==> config.mk <==
export PLATFORM = sky130hd
export DESIGN_NAME = alias_regbank
export DESIGN_NICKNAME = d
export VERILOG_FILES = /design/src/rtl/alias_regbank.sv
export SDC_FILE = /design/constraint.sdc
export NUM_CORES = 1
export LEC_CHECK = 0
export BUFFER_PORTS_ARGS = -buffer_cell sky130_fd_sc_hd__clkbuf_2
export CAP_MARGIN = 20
export CORE_MARGIN = 8
export CORE_UTILIZATION = 40
export CTS_BUF_LIST = sky130_fd_sc_hd__clkbuf_8
export DETAILED_ROUTE_END_ITERATION = 8
export GPL_TIMING_DRIVEN = 0
export PLACE_DENSITY = 0.52
export SYNTH_ARGS = -nofsm -noshare
export SYNTH_HDL_FRONTEND = slang
export SYNTH_SLANG_ARGS = --single-unit
==> constraint.sdc <==
create_clock -name clk_i -period 2.15 [get_ports clk_i]
set_input_delay 0.1075 -clock clk_i [delete_from_list [all_inputs] [get_ports clk_i]]
set_output_delay 0.1075 -clock clk_i [all_outputs]
set_load 0.05 [all_outputs]
==> src/rtl/alias_regbank.sv <==
module alias_regbank #(
  parameter int DW       = 32,
  parameter int ADDR_W   = 8,
  parameter int N_ALIAS  = 9,
  parameter int N_PLL    = 7,
  parameter int N_PLAIN  = 6,
  parameter int LOCK_BIT = 31,
  parameter logic [N_ALIAS*DW-1:0] GRP_RST = {
    32'h1018101B, 32'h1311100C, 32'h00011001, 32'h0001100C, 32'h00011006,
    32'h00013001, 32'h00012000, 32'h00012000, 32'h00013063},
  parameter logic [N_PLAIN*DW-1:0] PLN_RST = {
    32'h10A24447, 32'h05F5E100, 32'h2964619C, 32'h05F5E100, 32'h00000012,
    32'h00000000}
) (
  input  logic              clk_i,
  input  logic              rst_ni,
  input  logic              rd_en_i,
  input  logic [ADDR_W-1:0] rd_addr_i,
  input  logic              wr_en_i,
  input  logic [ADDR_W-1:0] wr_addr_i,
  input  logic [DW-1:0]     wr_data_i,
  output logic [DW-1:0]     rd_data_o,
  output logic              err_o
);
  localparam int IDX_W      = ADDR_W - 2;
  localparam int GW         = IDX_W - 2;
  localparam int PLAIN_BASE = 4 * N_ALIAS;
  localparam int N_SLOTS    = PLAIN_BASE + N_PLAIN;
  localparam logic [DW-1:0] LOCK_MASK = {{(DW-1){1'b0}}, 1'b1} << LOCK_BIT;

  logic [N_ALIAS-1:0][DW-1:0] grp_q;
  logic [N_PLAIN-1:0][DW-1:0] pln_q;
  logic [DW-1:0]              rd_val;

  wire [IDX_W-1:0] widx  = wr_addr_i[ADDR_W-1:2];
  wire [IDX_W-1:0] ridx  = rd_addr_i[ADDR_W-1:2];
  wire             wr_ok = (wr_addr_i[1:0] == 2'b00) && (widx < IDX_W'(N_SLOTS));
  wire             rd_ok = (rd_addr_i[1:0] == 2'b00) && (ridx < IDX_W'(N_SLOTS));
  wire             wr_go = wr_en_i && wr_ok;

  always_ff @(posedge clk_i or negedge rst_ni) begin
    if (!rst_ni) begin
      for (int g = 0; g < N_ALIAS; g++)
        grp_q[g] <= GRP_RST[g*DW +: DW] | ((g < N_PLL) ? LOCK_MASK : '0);
    end else if (wr_go) begin
      for (int g = 0; g < N_ALIAS; g++) begin
        if (widx[IDX_W-1:2] == GW'(g)) begin
          case (widx[1:0])
            2'd0:    grp_q[g] <= wr_data_i;
            2'd1:    grp_q[g] <= grp_q[g] | wr_data_i;
            2'd2:    grp_q[g] <= grp_q[g] & ~wr_data_i;
            default: grp_q[g] <= grp_q[g] ^ wr_data_i;
          endcase
        end
      end
    end
  end

  always_ff @(posedge clk_i or negedge rst_ni) begin
    if (!rst_ni) begin
      for (int p = 0; p < N_PLAIN; p++)
        pln_q[p] <= PLN_RST[p*DW +: DW];
    end else if (wr_go) begin
      for (int p = 0; p < N_PLAIN; p++)
        if (widx == IDX_W'(PLAIN_BASE + p)) pln_q[p] <= wr_data_i;
    end
  end

  always_comb begin
    rd_val = '0;
    if (rd_ok) begin
      for (int g = 0; g < N_ALIAS; g++)
        if (ridx[IDX_W-1:2] == GW'(g)) rd_val = grp_q[g];
      for (int p = 0; p < N_PLAIN; p++)
        if (ridx == IDX_W'(PLAIN_BASE + p)) rd_val = pln_q[p];
    end
  end

  always_ff @(posedge clk_i or negedge rst_ni) begin
    if (!rst_ni) begin
      rd_data_o <= '0;
      err_o     <= 1'b0;
    end else begin
      if (rd_en_i) rd_data_o <= rd_val;
      err_o <= (rd_en_i && !rd_ok) || (wr_en_i && !wr_ok);
    end
  end
endmodule

==> results of run 1 <==
metrics by stage:
step / total power (uW) / area [um^2]
6_report: 29300 / 44000
5_1_grt: 30900 / 44000
4_1_cts: 29400 / 43900
3_5_place_dp: 19400 / 41400
3_3_place_gp: 19100 / 41100
2_1_floorplan: 16700 / 39300
cell families (layout without fill, tap and decap cells):
group | count (synthesis) | in the layout | share of synthesized area
AOI/OAI and AO/OA | 1204 | 1204 | 0.202
buffers and inverters | 651 | 958 | 0.0679
adders and majority gates | 576 | 576 | 0.183
muxes | 570 | 570 | 0.169
DFF | 513 | 513 | 0.330
and+or+nand+nor | 410 | 410 | 0.0477
other | 0 | 2 | 0
metal layers:
| layer | track usage | vias up | part of all wire |
|---|---|---|---|
| met4 | 0.129 | 0 | 0.048 |
| met1 | 0.398 | 17000 | 0.45 |
| li1 | - | 14700 | - |
| met2 | 0.419 | 1296 | 0.43 |
| met5 | 0 | - | 0 |
| met3 | 0.0478 | 307 | 0.072 |
state kept, by name, indices dropped and copies added (netlist names):
name       flops
grp_q        288
err_o          1
pln_q        192
rd_data_o     32
repair_timing:
item | in CTS | in global routing
setup endpoints to repair | 105 | 186
hold endpoints to repair | 322 | 0
gates resized for setup | 14 | 33
cloned | 0 | 0
pin swaps | 1 | 0
setup buffers | 2 | 5
hold buffers | 52 | 0
power breakdown:
group / internal, uW / leakage, uW / switching [uW]
combinational: 3050 / 0.0132 / 4490
sequential: 10900 / 0.00617 / 1080
clock: 4890 / 0.00122 / 4930
synth_stat cells (8+ instances only):
cell and instances:
a211oi_1 374, a211oi_2 56, a21oi_1 508, a221o_1 12, a221oi_1 8, a22oi_1 24
a2bb2oi_1 8, a31oi_1 10, buf_1 32, buf_2 74, buf_4 11, buf_6 12
clkbuf_1 192, dfrtp_1 415, dfstp_2 98, ha_1 576, inv_1 328, mux2_2 491
mux2i_1 54, mux4_2 25, nand2_1 64, nand2b_1 9, nand3_1 21, nor2_1 244
nor2b_1 28, o21ai_0 84, o221ai_1 13, o22ai_1 34, o32a_1 11
critical path: cells and delay by family:
kind / cells / cell delay [ns]
AOI/OAI and AO/OA: 4 / 1.04
buffers and inverters: 4 / 1.29
muxes: 1 / 0.41
cell usage in the layout, fill, tap and decap left out, types with 6 or more instances in the layout:
cell and n:
or3_1 6, nand2_1 64, a211oi_1 373, mux2_2 491, inv_1 389, o22ai_1 34
dlygate4sd3_1 51, a221oi_1 8, o32a_1 11, a211oi_2 57, clkbuf_2 59, nor2b_1 27
clkbuf_8 115, buf_2 67, nand2b_1 9, nor3_1 7, clkbuf_1 179, o21ai_0 84
nand3_1 20, a31oi_1 10, a22oi_1 24, a221o_1 12, o2bb2ai_1 7, mux4_2 25
buf_1 30, buf_4 23, ha_1 576, dfrtp_1 415, nor2_1 242, buf_6 16
buf_16 9, o221ai_1 13, a2bb2oi_1 8, mux2i_1 54, a21oi_1 508, dfstp_2 98
final cells by class:
type	count	area (um^2)
fillers	9624	53800
multi-input cells	2760	23700
flip-flops and latches	513	13000
well taps	1287	1610
clock buffers	114	1570
plain buffers	321	1470
inverters	330	1250
repair buffers	118	1130
clock inverters	75	357
diodes	2	5.00
how the worst max path moves through the flow:
stage | from | end | slack, ns | cells after the start
detailed placement | rd_addr_i[7] | rd_data_o[8]$_DFFE_PN0P_ | -1.26 | 6
CTS | wr_addr_i[2] | grp_q[60]$_DFFE_PN0P_ | -0.03 | 8
finish | rd_addr_i[4] | rd_data_o[0]$_DFFE_PN0P_ | -0.07 | 9
global placement | rst_ni | rd_data_o[22]$_DFFE_PN0P_ | -12.39 | 1
floorplan | wr_addr_i[1] | grp_q[164]$_DFFE_PN0P_ | 0.41 | 7
global route | rd_en_i | rd_data_o[30]$_DFFE_PN0P_ | -0.01 | 8
==> run summary, run 1 <==
By area the synthesized netlist is led by dfrtp_1 (26%), ha_1 (18%), mux2_2 (14%). The cell count after synthesis is 3924. The global-route congestion overflow total came out at 0. The worst path required time came out at 2.80 ns. The DRC violation total after the first TritonRoute iteration came out at 3061. In the final layout, the share of cells above drive strength 1 is 0.236.

The number of flops mapped to enable cells by yosys came out at 0. The total I/O pin count came out at 85. dfrtp_1 takes more of the synthesized area than any other cell.

The standard-cell row count is 115. The worst-case clock skew came out at 0.0490 ns. In this run, placement finished with an instance count of 5270. In the synthesized netlist the dominant register cell turns out to be dfrtp_1. The post-route worst hold slack is 0.0569 ns.

Walking the worst path, the cells encountered are buf_2 -> buf_6 -> buf_4 -> buf_4 -> mux2i_1 -> o32ai_1 -> o21ai_0 -> a31oi_1 -> o221a_2. The proportion of netlist area held by the largest area contributor is 0.264. After synthesis, the share of flip-flops with an asynchronous set or reset is 1.00. The max-slew violation count is 0. The post-route non-filler standard cell count is 5520. The post-synth net total came out at 4552.

The synthesis warning total is 0. The number of nets in the finished design is 4772. The startpoint identified for the worst hold timing path is wr_addr_i[7]. Yosys mapped the design onto 71 distinct sky130hd cell types. After synthesis the netlist holds a flip-flop and latch count of 513. The worst vdd rail ir drop is 0.000412 V.

The detail-routed net length per standard cell is 28.3 um. In this run the critical register-to-register path is captured at rd_data_o[4]$_DFFE_PN0P_. For this design the ratio of total power to cell area is 666 mW/mm^2. The critical-path maximum fanout came out at 10. The final reports fail on negative setup slack. The standby leakage power came out at 0.0206 uW. For the worst flop-to-flop path, the logic depth is 5. The worst register-to-register path has a setup slack of 0.15 ns. The die height came out at 329 um. At the end of routability-driven placement, the weighted congestion stood at 0.940. The worst setup path is captured at a flop. The final-layout setup total negative slack came out at -0.312 ns. The H-tree level count came out at 3. The run finished, with violations left. The number of hold-slack violations in the final timing report is 0.

The largest single stage delay on the critical path is 0.43 ns. TritonCTS built the clock tree. The buffer depth of the longest clock path is 3. The per-cell via count in the routed design came out at 6.04. The remaining design rule violation count is 0. After clock tree synthesis, the clock-pin slew on the worst setup and hold paths is 0.06 ns. The first-pass detailed-route iteration total came out at 6. The minimum clock period is 2.22 ns. The area growth from synthesis to layout is 12.1%.

The number of global-route vias before repair was 32.7k. The highest clock frequency the design can meet came out at 450 MHz. The synthesized netlist occupies a cell area of 0.0393 mm^2. The worst hold path passes through 6 cells.

At the pin with the least slew margin, the transition time is 1.30 ns. The endpoint of the worst hold-timing path is grp_q[32]$_DFFE_PN0P_. The global routing usage summed across all routing layers is 0.282. Counting stages on the worst path, the most repeated cell is buf_4. The worst max-slew margin expressed relative to the limit came out at 0.133. The total detailed-routing wirelength is 156 mm. The worst register-to-register path begins at grp_q[100]$_DFFE_PN0P_. The worst slack at placement came out at -1.26 ns. The clock latency on the worst-skew pair came out at 0.78 ns. After legalization and detailed placement, the total HPWL measured 115 mm. The number of antenna violations at the first check in global routing came out at 6. The fraction of the core area covered by cells at the end of the flow is 0.450. The number of buffer cells added on primary ports came out at 45. The number of buffers inserted during clock tree synthesis is 100.

The synthesized area per cell is 10.0 um^2. The pin count of the biggest net entering global routing came out at 105. The die width came out at 329 um. The clock tree root buffer cell is clkbuf_8.

The critical path in this run is classified as input pin to flop. After layout, the worst setup slack is -0.0717 ns. The share of the cycle needed by the critical path after routing came out at 1.03.

The worst setup path is launched from an input pin. The first-pass GRT wire length came out at 228 mm. The final-report setup violation count came out at 9. The placeable core region came out at 0.0978 mm^2. The class of the worst hold path is input pin to flop. Setup repair after global routing could not meet its margin everywhere. The cell with the largest stage delay on the worst path is o21ai_0. Across the run, the number of max-cap violations was 0.

The clock net sink count is 513. For this configuration, the core starts out at a cell density of 0.401. The routed via count came out at 33.3k. The remaining antenna violation count is 0. The share of the yosys chip area belonging to registers came out at 0.330.

Data arrives at the worst endpoint at 2.88 ns. The area enclosed by the die boundary came out at 0.108 mm^2.
Note: power is estimated with default switching activity, not from simulation.
==> run 2: changes to the inputs <==
- CTS_BUF_LIST: sky130_fd_sc_hd__clkbuf_8 -> sky130_fd_sc_hd__clkbuf_8 sky130_fd_sc_hd__clkbuf_16
- RECOVER_POWER: unset -> 25
==> run 2 against run 1 <==
First-iteration DRC count grew 4.9%. Combinational power barely moved. Critical path type unchanged. Wire length is 0.26% lower. Highest routed layer unchanged. Die area stayed put. Setup slack lost 0.026 ns. Core utilization is 0.12 points higher. Maximum frequency is 1.2% lower. Critical endpoint is now rd_data_o[7]$_DFFE_PN0P_. Sequential share of layout area is 0.077 points lower. Clock power is 18% higher. Worst hold slack worse by 0.081 ns. Sequential power about the same. The flow finishes with violations (negative hold slack, negative setup slack). Via count shrank 0.85%.
==> run summary, run 2 (synthesis gave the netlist of run 1 again) <==
The number of filler instances in the final layout is 9554. The initial utilization of the core area, before any placement, comes to 0.401. The total detailed-routing wirelength came out at 156 mm. The slowest stage of the critical path belongs to the cell clkbuf_1. The final non-filler cell area came out at 0.0441 mm^2.

The minimum clock period came out at 2.25 ns. The number of buffers inserted during clock tree synthesis came out at 67. The HPWL after detailed placement is 115 mm. Setup slack on the critical path of the routed design comes to -0.0979 ns. STA classifies the critical path startpoint as an input pin.

The checks that failed: negative hold slack, negative setup slack. The fraction of layout instances using a drive strength above 1 is 0.235. The clock arrives with 0.0268 ns of skew. In the final layout, the registers with the most flip-flops are grp_q: 288 flops, pln_q: 192 flops, rd_data_o: 32 flops. After floorplanning, the core was sized to cover 0.0978 mm^2. The slack of the worst reg-to-reg path is 0.13 ns. The standby leakage power is 0.0204 uW. The tree is rooted in a clkbuf_16. The critical-path maximum fanout is 10. The worst-case reg-to-reg path depth came out at 5. The per-cell via count in the routed design is 6.08. The TritonCTS clock tree is built. The class of the worst hold path is input pin to flop. The startpoint identified for the worst hold timing path is wr_en_i. The total I/O pin count is 85. The power per standard cell area came out at 703 mW/mm^2.

The post-route total power is 31000 uW. For this block, the initial DRC count from the detailed router was 3212. The clock net sink count is 513. Leaving out fill and tap cells, the most frequent cells in the layout are ha_1 (576), a21oi_1 (508), mux2_2 (491). Port buffering added 45 buffers. The remaining design rule violation count is 0. STA classifies the critical path endpoint as a flop. The endpoint of the worst hold-timing path is err_o$_DFF_PN0_. The number of antenna violations at the first check in global routing is 5. The sequential cell fraction of total power is 0.385. The number of global-route vias before repair was 32.3k.

The portion of total power attributed to combinational logic came out at 0.242. The analysis attributes to net switching a power of 10600 uW. The first-pass GRT wire length is 227 mm.

Counting flops per register, the top entry is grp_q. The number of hold-slack violations in the final timing report came out at 1. The worst max-slew margin expressed relative to the limit came out at 0.149. The share of the cycle needed by the critical path after routing is 1.05. The detail-routed net length per standard cell came out at 28.7 um. The post-CTS clock slew at the launch and capture registers of the worst setup and hold paths came out at 0.06 ns. Leaving out fill and tap cells, the most frequent cell in the layout is ha_1. The routed via count came out at 33.1k.

The routability congestion estimate from global placement came out at 0.940. The remaining antenna violation count is 0. The highest clock frequency the design can meet is 445 MHz. The arrival time reported for the critical path endpoint is 2.77 ns. Traced cell by cell, the critical path runs through clkbuf_2 -> clkbuf_2 -> clkbuf_2 -> clkbuf_1 -> nor2_1 -> o32a_1. The final-layout setup total negative slack came out at -0.877 ns. The post-route worst hold slack came out at -0.0238 ns. The synthesis-to-finish area growth is 12.4%.

The max-capacitance violation count is 0. The die height came out at 329 um. The capture instance of the worst register-to-register path is rd_data_o[23]$_DFFE_PN0P_. Row generation in the floorplan step produced 115 rows. The H-tree level count came out at 3.

The placed instances occupy a cell area of 0.0414 mm^2. The worst vdd rail ir drop came out at 0.000554 V. The buffer depth of the longest clock path came out at 3. The die is 329 um wide. Of the total power, the share spent switching nets is 0.341. In the global route stage, overall resource usage came out at 0.281.

The flow ran to the end, but the final reports show violations. The max-slew violation count came out at 0. In this design, the largest share of critical-path delay is due to buffers and inverters.

The number of buffers and inverters on the critical path is 4. Setup repair after global routing could not meet its margin everywhere. The pin count of the biggest net entering global routing is 105. The number of nets in the finished design is 4725. The share of power burned in the clock network came out at 0.373.

The internal power summed over all cells is 20400 uW. The number of antenna diodes in the final layout is 0. The flip-flop count of the largest register, all copies and words added came out at 288. The cell occurring most often along the worst timing path is clkbuf_2.

The critical path in this run is classified as input pin to flop. The number of stages on the worst hold path is 3. The slew at the pin with the worst max-slew slack is 1.28 ns. Setup violations remaining at the end of the flow were counted as 24. The worst path required time came out at 2.67 ns. The highest cell delay on the worst timing path came out at 0.72 ns. The first-pass detailed-route iteration total is 6. The area enclosed by the die boundary came out at 0.108 mm^2. The later pin in the worst-skew pair is clocked with a latency of 0.64 ns.

In this run the critical register-to-register path is launched from grp_q[87]$_DFFE_PN0P_. The total overflow left after global routing is 0.
-- run 2: per-layer routing --
layer,track usage,up-vias,share of wire
met2,0.420,1252,0.43
met5,0,-,0
met4,0.123,0,0.047
met1,0.400,16900,0.45
li1,-,14600,-
met3,0.0418,272,0.069
-- run 2: worst max path at each step --
stage,to,startpoint,slack [ns],cells after the start
2_1_floorplan,grp_q[164]$_DFFE_PN0P_,wr_addr_i[1],0.41,7
3_3_place_gp,rd_data_o[22]$_DFFE_PN0P_,rst_ni,-12.39,1
3_5_place_dp,rd_data_o[8]$_DFFE_PN0P_,rd_addr_i[7],-1.26,6
4_1_cts,grp_q[220]$_DFFE_PN0P_,wr_addr_i[2],-0.18,8
5_1_grt,rd_data_o[22]$_DFFE_PN0P_,rd_addr_i[4],-0.04,8
6_report,rd_data_o[7]$_DFFE_PN0P_,rd_addr_i[7],-0.1,6
-- run 2: area by class of cell --
| cell class | instances | area, um^2 | area share |
|---|---|---|---|
| Buffer | 320 | 1520 | 0.0344 |
| Clock buffer | 79 | 1850 | 0.0420 |
| Clock inverter | 44 | 345 | 0.00782 |
| Inverter | 330 | 1260 | 0.0286 |
| Multi-Input combinational cell | 2760 | 23700 | 0.537 |
| Sequential cell | 513 | 13000 | 0.294 |
| Tap cell | 1287 | 1610 | 0.0365 |
| Timing Repair Buffer | 105 | 891 | 0.0202 |
-- run 2: repair_timing --
item                                   CTS  global route
buffers inserted                         2            16
setup endpoints to repair              268           292
gates resized for setup                 36            59
endpoints found under the hold margin  153             0
cloned                                   0             1
pin swaps                                1             1
hold buffers                            27             0
-- run 2: worst min-delay path: cells and delay by family --
family / cells / cell delay, ns
buffers and inverters: 1 / 0.09
AO/OA/AOI/OAI: 2 / 0.36
-- run 2: power groups by stage --
stage,clock network [uW],registers (uW),logic (uW)
2_1_floorplan,0,11800,4910
3_3_place_gp,0,12000,7020
3_5_place_dp,0,12100,7320
4_1_cts,11700,11900,7440
5_1_grt,12100,12100,8380
6_report,11600,11900,7520
-- run 2: through the flow --
stage          setup WS, ns  hold WS (ns)  cells  utilization
3_5_place_dp          -1.26         0.101   5270        0.423
5_1_grt             -0.0382        0.0182   5438        0.451
3_3_place_gp         -12.39         0.481   5256        0.420
6_report            -0.0979       -0.0238   5438        0.451
2_1_floorplan         0.412        -0.188   3924            -
4_1_cts              -0.178       0.00244   5422        0.450
